`config.mk`:
```
export PLATFORM = sky130hd
export DESIGN_NAME = prebyte_decoder
export DESIGN_NICKNAME = d
export VERILOG_FILES = /design/src/rtl/pbd_pkg.sv /design/src/rtl/pbd_prefix_class.sv /design/src/rtl/pbd_mode_rewrite.sv /design/src/rtl/pbd_seq.sv /design/src/rtl/prebyte_decoder.sv
export SDC_FILE = /design/constraint.sdc
export NUM_CORES = 1
export LEC_CHECK = 0
export ABC_AREA = 1
export CAP_MARGIN = 20
export CORE_ASPECT_RATIO = 1.5
export CORE_MARGIN = 10
export CORE_UTILIZATION = 30
export CTS_CLUSTER_DIAMETER = 50
export CTS_CLUSTER_SIZE = 16
export DETAILED_ROUTE_END_ITERATION = 7
export GPL_TIMING_DRIVEN = 0
export HOLD_SLACK_MARGIN = 0.06
export SLEW_MARGIN = 0
export SYNTH_ARGS = -nofsm -noshare
export SYNTH_HDL_FRONTEND = slang
export SYNTH_SLANG_ARGS = --single-unit
```
`constraint.sdc`:
```
create_clock -name clk -period 2.4 [get_ports clk]
set_input_delay 0.48 -clock clk [delete_from_list [all_inputs] [get_ports clk]]
set_output_delay 0.48 -clock clk [all_outputs]
set_load 0.005 [all_outputs]
```
`src/rtl/pbd_pkg.sv`:
```
package pbd_pkg;

  localparam int MODE_W = 4;

  typedef enum logic [MODE_W-1:0] {
    MD_INH      = 4'd0,
    MD_IMM      = 4'd1,
    MD_DIR      = 4'd2,
    MD_DBIT     = 4'd3,
    MD_DREL     = 4'd4,
    MD_IDX      = 4'd5,
    MD_IND_DIR  = 4'd6,
    MD_IND_DBIT = 4'd7,
    MD_IND_DREL = 4'd8,
    MD_IND_IDX  = 4'd9,
    MD_OTHER    = 4'd10,
    MD_RSV11    = 4'd11,
    MD_RSV12    = 4'd12,
    MD_RSV13    = 4'd13,
    MD_RSV14    = 4'd14,
    MD_RSV15    = 4'd15
  } mode_t;

  typedef enum logic [1:0] {
    PK_NONE = 2'd0,
    PK_Y    = 2'd1,
    PK_IY   = 2'd2,
    PK_IND  = 2'd3
  } pfx_kind_t;

  typedef enum logic [1:0] {
    ST_FIRST = 2'd0,
    ST_OPC   = 2'd1,
    ST_OPND  = 2'd2
  } seq_st_t;

endpackage

```
`src/rtl/pbd_prefix_class.sv`:
```
module pbd_prefix_class
  import pbd_pkg::*;
#(
  parameter int                  DATA_W  = 8,
  parameter logic [DATA_W-1:0]   PFX_Y   = 8'h90,
  parameter logic [DATA_W-1:0]   PFX_IY  = 8'h91,
  parameter logic [DATA_W-1:0]   PFX_IND = 8'h92
) (
  input  logic [DATA_W-1:0] byte_in,
  output logic              is_pfx,
  output pfx_kind_t         kind
);

  localparam int NUM_PFX = 3;
  localparam logic [DATA_W-1:0] CODES [NUM_PFX] = '{PFX_Y, PFX_IY, PFX_IND};

  logic [NUM_PFX-1:0] hit;

  for (genvar g = 0; g < NUM_PFX; g++) begin : g_cmp
    assign hit[g] = (byte_in == CODES[g]);
  end

  assign is_pfx = |hit;

  always_comb begin
    kind = PK_NONE;
    if (hit[0])      kind = PK_Y;
    else if (hit[1]) kind = PK_IY;
    else if (hit[2]) kind = PK_IND;
  end

endmodule

```
`src/rtl/pbd_mode_rewrite.sv`:
```
module pbd_mode_rewrite
  import pbd_pkg::*;
#(
  parameter int OPND_W   = 2,
  parameter int MAX_OPND = 2,
  parameter int LEN_W    = 3
) (
  input  pfx_kind_t         kind,
  input  mode_t             base_mode,
  input  logic [OPND_W-1:0] opnd_in,
  output logic [OPND_W-1:0] opnd_eff,
  output mode_t             mode_out,
  output logic              idx_y,
  output logic              indirect,
  output logic              illegal,
  output logic [LEN_W-1:0]  len
);

  logic legal;
  logic has_pfx;

  assign opnd_eff = (int'(opnd_in) > MAX_OPND) ? OPND_W'(MAX_OPND) : opnd_in;
  assign has_pfx  = (kind != PK_NONE);

  always_comb begin
    legal    = 1'b1;
    mode_out = base_mode;
    idx_y    = 1'b0;
    indirect = 1'b0;
    unique case (kind)
      PK_NONE: ;
      PK_Y: begin
        if (base_mode inside {MD_INH, MD_IMM, MD_DIR, MD_IDX}) idx_y = 1'b1;
        else legal = 1'b0;
      end
      PK_IND: begin
        indirect = 1'b1;
        case (base_mode)
          MD_DIR:  mode_out = MD_IND_DIR;
          MD_DBIT: mode_out = MD_IND_DBIT;
          MD_DREL: mode_out = MD_IND_DREL;
          MD_IDX:  mode_out = MD_IND_IDX;
          default: begin
            legal    = 1'b0;
            indirect = 1'b0;
          end
        endcase
      end
      PK_IY: begin
        if (base_mode == MD_IDX) begin
          mode_out = MD_IND_IDX;
          idx_y    = 1'b1;
          indirect = 1'b1;
        end else begin
          legal = 1'b0;
        end
      end
      default: legal = 1'b0;
    endcase
    if (!legal) begin
      mode_out = base_mode;
      idx_y    = 1'b0;
      indirect = 1'b0;
    end
  end

  assign illegal = has_pfx && !legal;
  assign len     = LEN_W'(1) + LEN_W'(has_pfx) + LEN_W'(opnd_eff);

endmodule

```
`src/rtl/pbd_seq.sv`:
```
module pbd_seq
  import pbd_pkg::*;
#(
  parameter int OPND_W = 2
) (
  input  logic              clk,
  input  logic              rst,
  input  logic              accept,
  input  logic              is_pfx,
  input  pfx_kind_t         kind_in,
  input  logic [OPND_W-1:0] opnd_eff,
  output pfx_kind_t         cur_kind,
  output logic              opc_fire
);

  seq_st_t           state;
  pfx_kind_t         held;
  logic [OPND_W-1:0] left;

  assign cur_kind = (state == ST_OPC) ? held : PK_NONE;
  assign opc_fire = accept &&
                    ((state == ST_OPC) || ((state == ST_FIRST) && !is_pfx));

  always_ff @(posedge clk) begin
    if (rst) begin
      state <= ST_FIRST;
      held  <= PK_NONE;
      left  <= '0;
    end else if (accept) begin
      unique case (state)
        ST_FIRST: begin
          if (is_pfx) begin
            held  <= kind_in;
            state <= ST_OPC;
          end else if (opnd_eff != '0) begin
            left  <= opnd_eff;
            state <= ST_OPND;
          end
        end
        ST_OPC: begin
          held <= PK_NONE;
          if (opnd_eff != '0) begin
            left  <= opnd_eff;
            state <= ST_OPND;
          end else begin
            state <= ST_FIRST;
          end
        end
        ST_OPND: begin
          left <= left - 1'b1;
          if (left == OPND_W'(1)) state <= ST_FIRST;
        end
        default: state <= ST_FIRST;
      endcase
    end
  end

endmodule

```
`src/rtl/prebyte_decoder.sv`:
```
module prebyte_decoder
  import pbd_pkg::*;
#(
  parameter int                DATA_W   = 8,
  parameter int                OPND_W   = 2,
  parameter int                MAX_OPND = 2,
  parameter logic [DATA_W-1:0] PFX_Y    = 8'h90,
  parameter logic [DATA_W-1:0] PFX_IY   = 8'h91,
  parameter logic [DATA_W-1:0] PFX_IND  = 8'h92,
  localparam int               LEN_W    = $clog2(MAX_OPND + 3)
) (
  input  logic              clk,
  input  logic              rst,
  input  logic              in_valid,
  output logic              in_ready,
  input  logic [DATA_W-1:0] in_data,
  input  logic [MODE_W-1:0] lkp_mode,
  input  logic [OPND_W-1:0] lkp_opnd,
  output logic              dec_valid,
  output logic [DATA_W-1:0] dec_opcode,
  output logic [MODE_W-1:0] dec_mode,
  output logic              dec_idx_y,
  output logic              dec_indirect,
  output logic [LEN_W-1:0]  dec_len,
  output logic              dec_illegal
);

  logic              accept;
  logic              is_pfx;
  pfx_kind_t         byte_kind;
  pfx_kind_t         cur_kind;
  logic              opc_fire;
  logic [OPND_W-1:0] opnd_eff;
  mode_t             r_mode;
  logic              r_y, r_ind, r_ill;
  logic [LEN_W-1:0]  r_len;

  assign accept = in_valid && in_ready;

  pbd_prefix_class #(
    .DATA_W(DATA_W), .PFX_Y(PFX_Y), .PFX_IY(PFX_IY), .PFX_IND(PFX_IND)
  ) u_class (
    .byte_in(in_data),
    .is_pfx (is_pfx),
    .kind   (byte_kind)
  );

  pbd_mode_rewrite #(
    .OPND_W(OPND_W), .MAX_OPND(MAX_OPND), .LEN_W(LEN_W)
  ) u_rewrite (
    .kind     (cur_kind),
    .base_mode(mode_t'(lkp_mode)),
    .opnd_in  (lkp_opnd),
    .opnd_eff (opnd_eff),
    .mode_out (r_mode),
    .idx_y    (r_y),
    .indirect (r_ind),
    .illegal  (r_ill),
    .len      (r_len)
  );

  pbd_seq #(.OPND_W(OPND_W)) u_seq (
    .clk     (clk),
    .rst     (rst),
    .accept  (accept),
    .is_pfx  (is_pfx),
    .kind_in (byte_kind),
    .opnd_eff(opnd_eff),
    .cur_kind(cur_kind),
    .opc_fire(opc_fire)
  );

  always_ff @(posedge clk) begin
    if (rst) begin
      in_ready     <= 1'b0;
      dec_valid    <= 1'b0;
      dec_opcode   <= '0;
      dec_mode     <= '0;
      dec_idx_y    <= 1'b0;
      dec_indirect <= 1'b0;
      dec_len      <= '0;
      dec_illegal  <= 1'b0;
    end else begin
      in_ready  <= 1'b1;
      dec_valid <= opc_fire;
      if (opc_fire) begin
        dec_opcode   <= in_data;
        dec_mode     <= r_mode;
        dec_idx_y    <= r_y;
        dec_indirect <= r_ind;
        dec_len      <= r_len;
        dec_illegal  <= r_ill;
      end
    end
  end

endmodule

```
==> results of run 1 <==
-- layer usage --
metal,track usage [%],wire length [µm]
met1,10.35,1643
met2,16.80,2038
met3,2.174,193
met4,4.242,76
met5,0,0
-- worst max-delay path by stage --
stage                               from    endpoint  slack, ps  cells after the start
after CTS                 u_seq.state[1]  dec_len[1]        300                      9
final                     u_seq.state[1]  dec_len[1]        310                      9
after floorplan           u_seq.state[1]  dec_len[1]        530                      9
after global routing      u_seq.state[1]  dec_len[1]        140                      9
after global placement       lkp_opnd[1]  dec_len[1]        330                      6
after detailed placement     lkp_opnd[1]  dec_len[1]        310                      6
-- area by class of cell --
| type | instances | area [µm²] |
|---|---|---|
| Multi-Input combinational cell | 156 | 835.8 |
| Clock inverter | 1 | 30.03 |
| Inverter | 31 | 118.9 |
| Clock buffer | 3 | 41.29 |
| Sequential cell | 26 | 520.5 |
| Tap cell | 66 | 82.58 |
| Fill cell | 503 | 2828 |
| Buffer | 6 | 41.29 |
| Timing Repair Buffer | 35 | 350.3 |
-- state kept, by name, summed over array words and instances, names as in the netlist --
name          cells
dec_indirect      1
dec_idx_y         1
u_seq.left        2
dec_opcode        8
dec_valid         1
in_ready          1
dec_mode          4
dec_illegal       1
u_seq.state       2
u_seq.held        2
dec_len           3
-- report_power, final --
| group | switching [mW] | internal [mW] | leakage [nW] |
|---|---|---|---|
| sequential | 0.0156 | 0.457 | 0.213 |
| clock | 0.147 | 0.223 | 0.0357 |
| combinational | 0.101 | 0.0979 | 0.636 |
| total | 0.263 | 0.778 | 0.885 |
-- kinds of logic (layout without fill, tap and decap cells) --
group | Yosys count | after routing
AND/OR/NAND/NOR | 111 | 111
AO/OA/AOI/OAI | 37 | 37
flip-flops | 26 | 26
adder cells (fa/ha/maj) | 8 | 8
buffers and inverters | 37 | 76
-- stage by stage --
| step | hold WS (ps) | total power [mW] |
|---|---|---|
| after floorplan | 443.5 | 0.5871 |
| after detailed placement | 465.4 | 0.6839 |
| after global placement | 464.9 | 0.6814 |
| final | 474.1 | 1.041 |
| after CTS | 477.6 | 1.053 |
| after global routing | 513.6 | 1.099 |
-- cell usage after synthesis (2+ instances only) --
cell | instances | area, µm²
nand3_1 | 13 | 65.06
nor2_2 | 2 | 12.51
dfxtp_1 | 26 | 520.5
nand3_2 | 4 | 40.04
ha_1 | 7 | 87.58
o21ai_0 | 18 | 90.09
o21ai_1 | 6 | 30.03
a21oi_1 | 6 | 30.03
nand4_1 | 3 | 18.77
inv_2 | 3 | 11.26
inv_1 | 27 | 101.4
nand2_4 | 2 | 22.52
a31oi_1 | 2 | 12.51
nand2_2 | 5 | 31.28
clkbuf_1 | 3 | 11.26
nand2_1 | 37 | 138.9
nor2_1 | 41 | 153.9
nor2_4 | 2 | 22.52
buf_6 | 2 | 22.52
-- critical path: cells and delay by family (launching register included) --
family	cells	cell delay (ps)
AO/OA/AOI/OAI	1	160
adder cells (fa/ha/maj)	3	830
buffers and inverters	2	260
flip-flops	1	380
AND/OR/NAND/NOR	3	350
==> results.cfg, run 1 <==
[synthesis]
synth_top_family_by_area = simple AND/OR/NAND/NOR gates
ys_types = 29
synth_flop_cell = dfxtp_1
synth_nets = 244
synth_fa_ha_area_share_pct = 7.096
async_flop_share_pct = 0
synth.mux.area_fraction_pct = 0
synth_seq_cells = 26
synthSimpleGateAreaFrac_pct = 34.16
syn_area_per_cell_um2 = 6.924
yosysWarnings = 0
synth_xor_area_share_pct = 0
syn_area_um2 = 1516
ys_seq_area_share_pct = 34.32
synthCells = 219
synth_compound_area_share_pct = 13.86
synth_edf_count = 0

[clock_tree]
clkLatencyLatePin_ps = 280
postCtsSetupRepairBufs = 0
cts_tree = done
clock-sinks = 26
cts_buffer_depth = 2
numCtsBuffers = 3
root_buffer = clkbuf_8
htree_levels = 1
path_clk_slew_ps = 90
cts_hold_buf = 0
ctsResizeCount = 0

[finish]
fin_area_um2 = 2021
final_cells = 324
drive_gt1_share_pct = 11.24
nNetsFinal = 284
antenna_cells = 0
layout_common_cells = nor2_1, nand2_1, clkdlybuf4s50_1
final_common_cell = nor2_1
utilization_pct = 41.68
area_delta_synth_final_pct = 33.25

[drt]
viasPerCell = 4.577
wl_per_cell_um = 12.19
vias = 1483
drcViolationCount = 0
routed_wl_mm = 3.951
drt_first_pass_iters = 4
ant_nets = 0
drt-initial-drc-count = 97

[floorplanning]
io_pins = 37
dieHeight_um = 107.1
start_util_pct = 31.28
die_area_um2 = 8357
fp.coreArea_um2 = 4848
rows = 31
die-width_um = 78.05

[timing]
hold_viol = 0
worstMarginPinSlew_ps = 466.6
tns_ps = 0
rsz0062_at_grt = no
fin_crit_ps = 2094
slew_headroom_pct = 68.89
finalCritPeriodShare_pct = 87.23
setup_slack_ps = 306.5
fmax_mhz = 477.7
finalSetupViolCount = 0
finalMaxSlewViolations = 0
fin_worst_skew_ps = 7.921

[worst_hold_path]
whs_path_depth = 2
min_path_type = reg2reg
min_to = dec_indirect
min_from = dec_indirect

[critical_path]
crit_arrival_ps = 2270
critPathCaptureType = register
ff2ff_path_depth = 9
start_kind = register
crit_type = reg2reg
path_cells = inv_2 -> nand2_2 -> nor2_4 -> inv_1 -> ha_1 -> ha_1 -> fa_1 -> o21ai_0 -> nor2_1
r2r-start = u_seq.state[1]
cp_slowest_cell = fa_1
slowest_delay_ps = 410
rr_endpoint = dec_len[1]
path_max_fanout = 9
rrSetupSlack_ps = 310
critPathMostFrequentCell = ha_1
cp.required_ps = 2570

[placement]
io_buffers = 35
pre_cts_ws_ps = 314.5
place_hpwl_mm = 3.146
placed_cell_area_um2 = 1949
dp_cells = 320
gp_congestion = 0.8450

[global_routing]
grt_pass1_wl_mm = 6.527
grt_usage_pct = 9.462
grt_pass1_vias = 1429
grt_start_max_net_pins = 16
overflow = 0
antenna_found_initial = 0

[status]
status = completed

[run]
cap_violations = 0

[pwr]
power_leakage_nw = 0.8849
peakVddDrop_v = 0.0003103
powerDensity_nw_per_um2 = 515.2
Power figures use the tool's default switching activity.
==> run 2, diff against run 1 <==
Settings changed: HOLD_SLACK_MARGIN 0.06 to unset.
==> results of run 2 <==
Same layout as run 1: the final DEF is identical, and so are final timing and power.
==> run 3, diff against run 2 <==
Settings changed: GPL_TIMING_DRIVEN 0 to unset.
==> run 3 against run 2 <==
Against the previous run:
- maximum frequency is 1.1% higher
- combinational power is essentially flat
- sequential share of layout area grew 0.11 points
- clock-buffer cell count stayed put
- routed wire length fell by 4.4%
- die area is the same
- sequential cell count is the same
- clock skew up 1.7 ps
- total power decreased by 0.15%
- worst setup slack better by 23 ps
- critical path depth did not move
- critical path type unchanged
- largest cell class unchanged
- largest power group unchanged
==> results.cfg, run 3 (same netlist as run 1, synthesis figures left out) <==
[finish]
final_cells = 322
antenna_cells = 0
largestRegisters = dec_opcode x8, dec_mode x4, dec_len x3
utilization_pct = 41.50
drive_gt1_share_pct = 11.33
largest-register = dec_opcode
layout_common_cells = nor2_1, nand2_1, clkdlybuf4s50_1
area_delta_synth_final_pct = 32.67
largest_reg_flops = 8
final_common_cell = nor2_1
nNetsFinal = 282

[timing]
slew_headroom_pct = 79.22
fin_crit_ps = 2071
finalSetupViolCount = 0
rsz0062_at_grt = no
finalMaxSlewViolations = 0
fmax_mhz = 482.9
finalCritPeriodShare_pct = 86.28
fin_worst_skew_ps = 9.654
worstMarginPinSlew_ps = 310.7
hold_viol = 0
tns_ps = 0

[global_routing]
overflow = 0
grt_pass1_wl_mm = 6.527
grt_pass1_vias = 1472
grt_usage_pct = 9.332
antenna_found_initial = 0
grt_start_max_net_pins = 19

[floorplanning]
start_util_pct = 31.28
dieHeight_um = 107.1
rows = 31
die_area_um2 = 8357
die-width_um = 78.05
io_pins = 37
fp.coreArea_um2 = 4848

[critical_path]
start_kind = register
crit_arrival_ps = 2240
path_max_fanout = 9
cp.required_ps = 2570
ff2ff_path_depth = 9
critPathCaptureType = register
crit_type = reg2reg

[pwr]
p_sw_share_pct = 25.24
cell_internal_pwr_mw = 0.7770
pwr-share-comb_pct = 18.8
total_power_mw = 1.039
pwr-share-clk_pct = 35.9
p_switching_mw = 0.2624
powerDensity_nw_per_um2 = 516.6
seq_power_share_pct = 45.3
peakVddDrop_v = 0.0001806
power_leakage_nw = 0.8824

[drt]
wl_met3_um = 165
drcViolationCount = 0
wl_met1_mm = 1.585
top_layer = met4
vias = 1442
viasPerCell = 4.478
wl_met2_mm = 1.957
wl_per_cell_um = 11.73
drt-initial-drc-count = 80
drt_first_pass_iters = 4
ant_nets = 0
routed_wl_mm = 3.777

[worst_hold_path]
whs_path_depth = 2
min_path_type = reg2reg

[clock_tree]
clock-sinks = 26
path_clk_slew_ps = 90
clkLatencyLatePin_ps = 280
cts_tree = done
postCtsSetupRepairBufs = 0
htree_levels = 1
numCtsBuffers = 3
cts_hold_buf = 0
cts_buffer_depth = 2
root_buffer = clkbuf_8
ctsResizeCount = 0

[placement]
io_buffers = 36
dp_cells = 318
place_hpwl_mm = 3.063
gp_congestion = 0.8635

[run]
cap_violations = 0

[status]
status = completed
## run 3: changes by cell type in the layout (fill, tap and decap cells not counted)
cell and change:
clkbuf_1 -3, buf_4 +2, clkdlybuf4s50_1 +1, buf_6 -2
## run 3: routing by layer
metal,track usage (%),vias to the layer above
met5,0,-
met3,1.756,4
li1,-,764
met2,16.98,23
met4,4.242,0
met1,10.08,651
## run 3: final timing paths
check                                     from            to  slack (ps)
worst max-delay path            u_seq.state[1]    dec_len[1]         330
worst min-delay path              dec_indirect  dec_indirect         470
worst max register to register  u_seq.state[1]    dec_len[1]         330
worst min register to register    dec_indirect  dec_indirect         470
## run 3: metrics by stage
step	hold slack, ps	worst slack (ps)	area (µm²)
after floorplan	443.5	530.0	1516
after global placement	463.7	318.4	1941
after detailed placement	466.1	301.1	1941
after CTS	483.2	316.8	2012
after global routing	516.0	93.66	2012
final	473.4	329.3	2012
## run 3: area by class of cell
type / instances / area [µm²]
clock buffers: 3 / 41.29
clock inverters: 1 / 30.03
fillers: 512 / 2836
inverters: 31 / 118.9
multi-input cells: 156 / 835.8
flip-flops and latches: 26 / 520.5
well taps: 66 / 82.58
repair buffers: 39 / 382.9
## run 3: critical path, stage by stage (launching register included)
cell and delay (ps):
dfxtp_1 360, inv_2 120, nand2_2 100, nor2_4 200, inv_1 140, ha_1 230
ha_1 200, fa_1 420, o21ai_0 160, nor2_1 50
## run 3: power by group through the flow
stage / registers [mW] / clock network, mW / logic, mW
floorplan: 0.482 / 0 / 0.105
global placement: 0.481 / 0 / 0.196
detailed placement: 0.482 / 0 / 0.198
CTS: 0.472 / 0.383 / 0.199
global route: 0.476 / 0.399 / 0.223
finish: 0.471 / 0.373 / 0.195
